**src/rtl/ssr_pkg.sv**
```systemverilog
package ssr_pkg;
   localparam int ADDR_STAT = 0;
   localparam int ADDR_SNR  = 1;

   typedef enum logic [1:0] {SEL_NONE, SEL_STAT, SEL_SNR} sel_e;

   function automatic sel_e decode_sel(input logic [31:0] a);
      if (a == 32'(ADDR_STAT))     return SEL_STAT;
      else if (a == 32'(ADDR_SNR)) return SEL_SNR;
      else                         return SEL_NONE;
   endfunction
endpackage

```
**src/rtl/ssr_sync.sv**
```systemverilog
module ssr_sync #(
   parameter int         W      = 1,
   parameter int         STAGES = 2,
   parameter logic [W-1:0] INIT = '0
) (
   input  logic         clk,
   input  logic [W-1:0] d,
   output logic [W-1:0] q
);
   if (STAGES < 2) begin : g_bad_stages
      $error("ssr_sync needs at least two stages");
   end

   logic [W-1:0] st [STAGES] = '{default: INIT};

   always_ff @(posedge clk) begin
      st[0] <= d;
      for (int i = 1; i < STAGES; i++) st[i] <= st[i-1];
   end

   assign q = st[STAGES-1];
endmodule

```
**src/rtl/ssr_capture.sv**
```systemverilog
module ssr_capture #(
   parameter int W     = 4,
   parameter bit GATED = 1'b0
) (
   input  logic         clk,
   input  logic         gate_n,
   input  logic         offer,
   input  logic [W-1:0] val,
   input  logic         clr,
   output logic [W-1:0] hold,
   output logic         irq
);
   localparam bit IGNORE_GATE = !GATED;

   logic [W-1:0] hold_r = '0;
   logic         irq_r  = 1'b0;
   logic         take;

   assign take = offer & ~irq_r & (gate_n | IGNORE_GATE);

   always_ff @(posedge clk) begin
      if (take) begin
         hold_r <= val;
         irq_r  <= 1'b1;
      end else if (clr) begin
         irq_r  <= 1'b0;
      end
   end

   assign hold = hold_r;
   assign irq  = irq_r;

   AST_IRQ_ON_LOAD: assert property (@(posedge clk) disable iff (!gate_n)
      (offer && !irq) |=> irq);
   AST_LOCKED_HOLD: assert property (@(posedge clk) disable iff (!gate_n)
      irq |=> $stable(hold));
   AST_CLR_RELEASES: assert property (@(posedge clk) disable iff (!gate_n)
      (irq && clr) |=> !irq);
endmodule

```
**src/rtl/ssr_shifter.sv**
```systemverilog
module ssr_shifter #(
   parameter int W = 8
) (
   input  logic         clk,
   input  logic         load,
   input  logic [W-1:0] ld_val,
   input  logic         shift,
   output logic         msb
);
   logic [W-1:0] sh = '0;

   always_ff @(posedge clk) begin
      if (load)       sh <= ld_val;
      else if (shift) sh <= {sh[W-2:0], 1'b0};
   end

   assign msb = sh[W-1];
endmodule

```
**src/rtl/ssr_readout_port.sv**
```systemverilog
module ssr_readout_port
   import ssr_pkg::*;
#(
   parameter int STAT_W      = 4,
   parameter int SNR_W       = 8,
   parameter int ADDR_W      = 4,
   parameter int SYNC_STAGES = 2,
   parameter int SNR_PERIOD  = 128
) (
   input  logic              clk,
   input  logic              rst2_n,
   input  logic              stat_offer,
   input  logic [STAT_W-1:0] stat_in,
   input  logic              bit_tick,
   input  logic [SNR_W-1:0]  snr_in,
   input  logic [ADDR_W-1:0] host_addr,
   input  logic              host_cs_n,
   input  logic              host_sclk,
   input  logic              host_latch,
   output logic              sdo,
   output logic              sdo_oe,
   output logic              irq_stat_n,
   output logic              irq_snr_n
);
   localparam int HB_W  = ADDR_W + 3;
   localparam int CNT_W = (SNR_PERIOD > 2) ? $clog2(SNR_PERIOD) : 1;
   localparam logic [CNT_W-1:0] CNT_LAST = CNT_W'(SNR_PERIOD - 1);
   localparam logic [HB_W-1:0]  HB_INIT  = {ADDR_W'(0), 1'b1, 1'b0, 1'b0};

   if (STAT_W > SNR_W) begin : g_bad_width
      $error("status word wider than S/N shifter");
   end
   if (SNR_PERIOD < 2) begin : g_bad_period
      $error("S/N period must be at least two bits");
   end
   if (STAT_W < 1 || SNR_W < 2) begin : g_bad_small
      $error("register widths too small");
   end

   // host pins into the system clock domain
   logic [HB_W-1:0]   hb_s;
   logic [ADDR_W-1:0] addr_s;
   logic              cs_s, sclk_s, latch_s;

   ssr_sync #(.W(HB_W), .STAGES(SYNC_STAGES), .INIT(HB_INIT)) u_sync (
      .clk (clk),
      .d   ({host_addr, host_cs_n, host_sclk, host_latch}),
      .q   (hb_s)
   );
   assign {addr_s, cs_s, sclk_s, latch_s} = hb_s;

   logic cs_q = 1'b1, sclk_q = 1'b0, latch_q = 1'b0;
   always_ff @(posedge clk) begin
      cs_q    <= cs_s;
      sclk_q  <= sclk_s;
      latch_q <= latch_s;
   end

   sel_e sel;
   logic cs_fall, sclk_fall, latch_rise;
   assign sel        = decode_sel(32'(addr_s));
   assign cs_fall    = cs_q & ~cs_s;
   assign sclk_fall  = sclk_q & ~sclk_s & ~cs_s;
   assign latch_rise = latch_s & ~latch_q;

   // S/N offer cadence
   logic [CNT_W-1:0] bit_cnt = '0;
   logic             snr_offer;
   assign snr_offer = bit_tick && (bit_cnt == CNT_LAST);
   always_ff @(posedge clk) begin
      if (bit_tick) bit_cnt <= (bit_cnt == CNT_LAST) ? '0 : bit_cnt + 1'b1;
   end

   // capture registers
   logic [STAT_W-1:0] stat_hold;
   logic [SNR_W-1:0]  snr_hold;
   logic              stat_irq, snr_irq;

   ssr_capture #(.W(STAT_W), .GATED(1'b1)) u_stat (
      .clk    (clk),
      .gate_n (rst2_n),
      .offer  (stat_offer),
      .val    (stat_in),
      .clr    (latch_rise && sel == SEL_STAT),
      .hold   (stat_hold),
      .irq    (stat_irq)
   );

   ssr_capture #(.W(SNR_W), .GATED(1'b0)) u_snr (
      .clk    (clk),
      .gate_n (1'b1),
      .offer  (snr_offer),
      .val    (snr_in),
      .clr    (latch_rise && sel == SEL_SNR),
      .hold   (snr_hold),
      .irq    (snr_irq)
   );

   // serial shift-out
   logic             sh_load;
   logic [SNR_W-1:0] sh_val;
   assign sh_load = cs_fall && (sel != SEL_NONE);
   assign sh_val  = (sel == SEL_STAT) ? (SNR_W'(stat_hold) << (SNR_W - STAT_W)) : snr_hold;

   ssr_shifter #(.W(SNR_W)) u_shift (
      .clk    (clk),
      .load   (sh_load),
      .ld_val (sh_val),
      .shift  (sclk_fall),
      .msb    (sdo)
   );

   assign sdo_oe     = ~cs_s & (sel != SEL_NONE);
   assign irq_stat_n = ~stat_irq;
   assign irq_snr_n  = ~snr_irq;

   AST_NO_STAT_IN_RST: assert property (@(posedge clk)
      !rst2_n |=> $stable(stat_hold));
   AST_FIRST_BIT_MSB: assert property (@(posedge clk) disable iff (!rst2_n)
      sh_load |=> (sdo == $past(sh_val[SNR_W-1])));
   AST_OE_NEEDS_CS: assert property (@(posedge clk) disable iff (!rst2_n)
      sdo_oe |-> !cs_s);
endmodule

```
**config.mk**
```make
export PLATFORM = sky130hd
export DESIGN_NAME = ssr_readout_port
export DESIGN_NICKNAME = d
export VERILOG_FILES = /design/src/rtl/ssr_pkg.sv /design/src/rtl/ssr_sync.sv /design/src/rtl/ssr_capture.sv /design/src/rtl/ssr_shifter.sv /design/src/rtl/ssr_readout_port.sv
export SDC_FILE = /design/constraint.sdc
export NUM_CORES = 1
export LEC_CHECK = 0
export ABC_AREA = 1
export BUFFER_PORTS_ARGS = -buffer_cell sky130_fd_sc_hd__buf_2
export CAP_MARGIN = 10
export CORE_ASPECT_RATIO = 0.75
export CORE_UTILIZATION = 40
export DETAILED_ROUTE_END_ITERATION = 8
export PLACE_DENSITY = 0.58
export SLEW_MARGIN = 20
export SYNTH_ARGS = -nofsm -noshare
export SYNTH_HDL_FRONTEND = slang
export SYNTH_HIERARCHICAL = 1
export SYNTH_SLANG_ARGS = --single-unit
```
**constraint.sdc**
```tcl
create_clock -name clk -period 1.9 [get_ports clk]
set_input_delay 0.095 -clock clk [delete_from_list [all_inputs] [get_ports clk]]
set_output_delay 0.095 -clock clk [all_outputs]
set_load 0.03 [all_outputs]
```
==> metrics.txt, run 1 <==
status=complete, no violations; Post-Layout Inst Area=2150 sq um; total CTS buffers=5; final hold violation count=0; Reg2Reg Depth=7; # setup viols final=0; Port Buf Inserts=26; clock buffer depth=2; fin crit period=1.57 ns; Ports=27; Layout Skew=0.00420 ns; DRT Wirelength=2.71 mm; net switching power=0.000442 W; Max Freq=636 MHz; core box area=4080 sq um; Post-Synthesis Cells=152; Setup crit end=u_snr/hold[4]$_DFFE_PP_; Seq pwr share=0.566; die area=4530 sq um; Clock Latency Late Sink=0.29 ns; Syn-to-layout area delta=25.9%; critical path class=reg2reg; crit-path max cell delay=0.38 ns; Max IR drop VDD=0.000512 V; diode count=0; switching share of power=0.216; FF-to-FF Start=bit_cnt[0]$_SDFFCE_PN0P_; DR WL met3=115 um; Fillers=381; worst-margin pin slew=0.337 ns; placed cell area=1850 sq um; CP max stage cell=edfxtp_1; P_int=0.00160 W; worst setup margin=0.328 ns; routed len/inst=10.7 um; H-tree Lvls=2; P_leak=0.967 nW; cts hold-fix bufs=19; Fin Setup TNS=0 ns; Avg Synthesized Cell Area=11.2 sq um; Synth warnings=6; Vias=1,044; DRC errors left=0; Setup Buffers After CTS=0; Worst Hold Class=in2reg; mapped cell area=1710 sq um; CP max FO=8; Starting Density=0.418; Metal-1 WL=1.32 mm; top layer in use=met4; drt via density=4.13; Net Count, Synth=176; combinational share of power=0.093; RSZ-0062 raised after global routing=false; GP Congestion=0.767; total track usage=0.135; Die Height=58.6 um; max-cap violations=0; Die X=77.4 um; initial drt markers=52; Multi-input gate area=364 sq um; FP Rows=20; Worst EP arrival=1.55 ns; worst flop-to-flop path endpoint=u_snr/hold[4]$_DFFE_PP_; first-pass GRT wire length=4.41 mm; clock group share of total power=0.341; metal2 WL=1.19 mm; number of global-route vias before repair=1,014; pre-CTS WS=0.326 ns; CTS resizes=0; Post-DRT Antenna Nets=0; 1st-pass router iterations=4; Root Buffer=clkbuf_8; most frequent CP cell=nand2_2; share of cells above drive strength 1=0.237; Rel. slew slack=0.775; Setup crit end kind=flip-flop; initial antenna violation count=0; nets=221; PwrDens=952 nW/um^2; crit-path cells=ha_1 -> nand3_1 -> inv_2 -> nand2_2 -> nor2_1 -> nand2_2 -> inv_1; grt ovf=0; type of origin of the critical path=flip-flop; critical path required time=1.87 ns; largest net degree at the start of global routing=15; R2R setup slack=0.33 ns; Final Slew Violations=0; final period utilization=0.827; CTS tree=done; TritonCTS Sinks=46; Worst-path clk slew=0.08 ns; CP Launch Point=bit_cnt[0]$_SDFFCE_PN0P_; storage element area=1190 sq um
## how the worst min path moves through the flow
stage / endpoint / start / slack (ns) / cells past startpoint
3_5_place_dp: u_sync/st[0][6]$_DFF_P_ / host_addr[3] / 0.20 / 1
6_report: u_stat/irq$_SDFFE_PP1P_ / stat_offer / 0.05 / 3
3_3_place_gp: u_sync/st[0][6]$_DFF_P_ / host_addr[3] / 0.20 / 1
2_1_floorplan: u_sync/st[0][0]$_DFF_P_ / host_latch / 0.12 / 0
5_1_grt: u_stat/irq$_SDFFE_PP1P_ / stat_offer / 0.04 / 3
4_1_cts: u_stat/irq$_SDFFE_PP1P_ / stat_offer / 0.04 / 3
## placed cells by master (no fill, tap or decap)
cell type and n:
nor2_2 2, nand3_2 2, clkbuf_8 5, nor2_1 10, clkinv_2 1, nand3_1 3, inv_4 1, xor2_1 2
nor3_1 1, or2_1 1, inv_2 3, nor3b_1 3, ha_1 1, dlygate4sd3_1 19, dfxtp_1 19, buf_4 1
bufinv_16 1, clkbuf_1 1, nand2_1 42, nor4_1 1, buf_2 26, o21bai_2 1, inv_1 19, nand4_1 1
edfxtp_1 27, xnor2_1 1, nand2_2 4
## critical path, delay by kind of cell, from the launching register on
kind	cells	cell delay [ns]
simple gates	4	0.37
buf+inv	2	0.32
fa+ha+maj	1	0.19
flops	1	0.38
## per-stage QoR
step / hold slack, ns / utilization / cells / total power, W
2_1_floorplan: 0.123 / - / 152 / 0.00129
3_3_place_gp: 0.199 / 0.453 / 226 / 0.00133
3_5_place_dp: 0.199 / 0.453 / 226 / 0.00134
4_1_cts: 0.0405 / 0.527 / 253 / 0.00207
5_1_grt: 0.0434 / 0.527 / 253 / 0.00214
6_report: 0.0494 / 0.527 / 253 / 0.00204
## power groups by stage
stage	registers (W)	logic [W]	clock network, W
after detailed placement	0.00118	0.000159	0
after global routing	0.00116	0.000212	0.000760
final	0.00116	0.000191	0.000697
after CTS	0.00116	0.000191	0.000722
after floorplan	0.00117	0.000118	0
after global placement	0.00118	0.000156	0
## per-layer routing
layer,vias to the layer above,GRT usage
met1,454,0.171
met2,24,0.204
li1,558,-
met5,-,0
met3,8,0.0481
met4,0,0.0809
## state kept, by name (all words and copies together), names as in the netlist
register,cells
sclk_q,1
u_sync/st,14
cs_q,1
u_stat/irq,1
u_stat/hold,4
u_snr/irq,1
latch_q,1
u_snr/hold,8
bit_cnt,7
u_shift/sh,8
## cell type report
class	count	share of cell area
clock buffer	6	0.0338
timing repair buffer	46	0.153
sequential	46	0.554
tap	55	0.0320
clock inverter	2	0.0169
multi-input combinational	75	0.169
inverter	23	0.0408
Note: power is estimated with default switching activity, not from simulation.
==> run 2: changes to the inputs <==
PLACE_DENSITY = 0.6   (was 0.58)
clock period = 1.3 ns   (was 1.9 ns; I/O delays follow)
==> run 2 against run 1 <==
The run now ends with setup timing left. Non-clock buffer count increased by 15. Utilization increased by 5.2 points. Sequential cell count unchanged. Critical path type unchanged. Critical endpoint is now u_snr/hold[5]$_DFFE_PP_.
==> metrics.txt, run 2 (same netlist as run 1, synthesis figures left out) <==
Largest register FFs=14 (unchanged); Starting Density=0.418 (unchanged); grt ovf=0 (unchanged); FP Rows=20 (unchanged); DRT Wirelength=2.82 mm (was 2.71 mm); total track usage=0.130 (was 0.135); clock group share of total power=0.318 (was 0.341); Seq pwr share=0.566 (about the same); final hold violation count=0 (unchanged); failing checks=setup timing; largest net degree at the start of global routing=15 (unchanged); family with the most delay on the worst path=flip-flops (unchanged); Rel. slew slack=0.843 (was 0.775); GP Congestion=0.741 (was 0.767); routed len/inst=10.5 um (was 10.7 um); most frequent cells in the layout=nand2_1, edfxtp_1, buf_2 (unchanged); Port Buf Inserts=26 (unchanged); type of origin of the critical path=flip-flop (unchanged); Post-Layout Inst Area=2360 sq um (was 2150 sq um); Worst EP arrival=1.36 ns (was 1.55 ns); critical path required time=1.31 ns (was 1.87 ns); post-layout util=0.579 (was 0.527); critical path depth in cells=7 (unchanged); Setup crit end kind=flip-flop (unchanged); Die X=77.4 um (unchanged); net switching power=0.000673 W (was 0.000442 W); worst setup margin=-0.0456 ns (was 0.328 ns); Largest Register=u_sync/st (unchanged); placed cell area=1940 sq um (was 1850 sq um); Final Slew Violations=0 (unchanged); Tot Pwr=0.00298 W (was 0.00204 W); crit-path max cell delay=0.37 ns (was 0.38 ns); first-pass GRT wire length=4.27 mm (was 4.41 mm); die area=4530 sq um (unchanged); Max IR drop VDD=0.00119 V (was 0.000512 V); share of cells above drive strength 1=0.408 (was 0.237); Syn-to-layout area delta=38.3% (was 25.9%); H-tree Lvls=2 (unchanged); initial antenna violation count=0 (unchanged); CTS tree=done (unchanged); CP max FO=8 (unchanged); Buf+Inv Stages, Crit Path=2 (unchanged); CP max stage cell=edfxtp_1 (unchanged); Worst Hold Class=in2reg (unchanged); Die Height=58.6 um (unchanged); Ports=27 (unchanged); initial drt markers=33 (was 52); Root Buffer=clkbuf_8 (unchanged); PwrDens=1260 nW/um^2 (was 952 nW/um^2); 1st-pass router iterations=4 (unchanged); crit-path cells=ha_2 -> nand3_2 -> inv_2 -> nand2_2 -> nor2_2 -> nand2_2 -> clkinv_4 (was ha_1 -> nand3_1 -> inv_2 -> nand2_2 -> nor2_1 -> nand2_2 -> inv_1); diode count=0 (unchanged); Clock Latency Late Sink=0.29 ns (about the same); RSZ-0062 raised after global routing=true (was false); number of global-route vias before repair=1,039 (was 1,014); clock buffer depth=2 (unchanged); most frequent CP cell=nand2_2 (unchanged); Worst Hold Depth=3 (unchanged); critical path class=reg2reg (unchanged); hpwl dp=1.83 mm; combinational share of power=0.116 (was 0.093); status=finished with violations (was complete, no violations); total CTS buffers=5 (unchanged); drt via density=4.24 (was 4.13); switching share of power=0.226 (was 0.216); final period utilization=1.04 (was 0.827); Layout Skew=0.00670 ns (was 0.00420 ns); Max Freq=743 MHz (was 636 MHz); Post-DRT Antenna Nets=0 (unchanged); nets=236 (was 221); Vias=1,136 (was 1,044); core box area=4080 sq um (unchanged); DRC errors left=0 (unchanged); Reg2Reg Depth=7 (unchanged); P_int=0.00231 W (was 0.00160 W); # setup viols final=8 (was 0); max-cap violations=0 (unchanged); worst-margin pin slew=0.234 ns (was 0.337 ns); P_leak=1.06 nW (was 0.967 nW); TritonCTS Sinks=46 (unchanged); fin crit period=1.35 ns (was 1.57 ns); Worst-path clk slew=0.08 ns (about the same)
-- run 2: cell count changes in the layout (fill, tap and decap cells not counted), sizes merged --
cell,change
buf,+15
bufinv,-1
clkbuf,+1
clkinv,+1
inv,-1
-- run 2: power by group through the flow --
stage | logic [W] | clock network, W | registers (W)
after floorplan | 0.000180 | 0 | 0.00171
after global placement | 0.000265 | 0 | 0.00171
after detailed placement | 0.000272 | 0 | 0.00172
after CTS | 0.000323 | 0.000974 | 0.00168
after global routing | 0.000375 | 0.00104 | 0.00170
final | 0.000345 | 0.000949 | 0.00169
-- run 2: worst paths after layout --
path | startpoint | end | slack [ns]
max | bit_cnt[1]$_SDFFCE_PN0P_ | u_snr/hold[5]$_DFFE_PP_ | -0.05
min | stat_offer | u_stat/irq$_SDFFE_PP1P_ | 0.01
max reg2reg | bit_cnt[1]$_SDFFCE_PN0P_ | u_snr/hold[5]$_DFFE_PP_ | -0.05
min reg2reg | u_sync/st[0][6]$_DFF_P_ | u_sync/st[0][13]$_DFF_P_ | 0.33
-- run 2: area by class of cell --
class | instances | area, sq um
fill | 345 | 1720
sequential | 46 | 1190
clock inverter | 1 | 6.26
inverter | 23 | 100
clock buffer | 7 | 97.6
tap | 55 | 68.8
timing repair buffer | 61 | 448
multi-input combinational | 75 | 447
-- run 2: tightest hold or removal path, stage by stage --
cell and delay (ns):
buf_2 0.08, nand3_2 0.07, nand2_1 0.06
-- run 2: routing by layer --
layer	vias to the layer above	global-route usage	wire (um)
li1	589	-	-
met2	26	0.224	1420
met4	0	0.0836	96
met1	509	0.135	1180
met5	-	0	0
met3	12	0.0543	122
-- run 2: through the flow --
stage / worst slack [ns] / hold WS (ns) / std cells / TNS, ns
floorplan: -0.0339 / 0.0927 / 152 / -0.314
global route: -0.102 / 0.00904 / 268 / -1.16
detailed placement: -0.0247 / 0.169 / 235 / -0.197
global placement: 0.0167 / 0.169 / 235 / 0
CTS: -0.0131 / 0.00839 / 265 / -0.0970
finish: -0.0456 / 0.0133 / 268 / -0.352
-- run 2: what timing repair did --
| item | 4_1_cts | 5_1_grt |
|---|---|---|
| hold endpoints to repair | 19 | 0 |
| setup buffers | 3 | 4 |
| gates resized for setup | 0 | 27 |
| gates cloned | 0 | 0 |
| setup endpoints to repair | 8 | 21 |
| hold buffers | 19 | 0 |
| pin swaps | 2 | 7 |
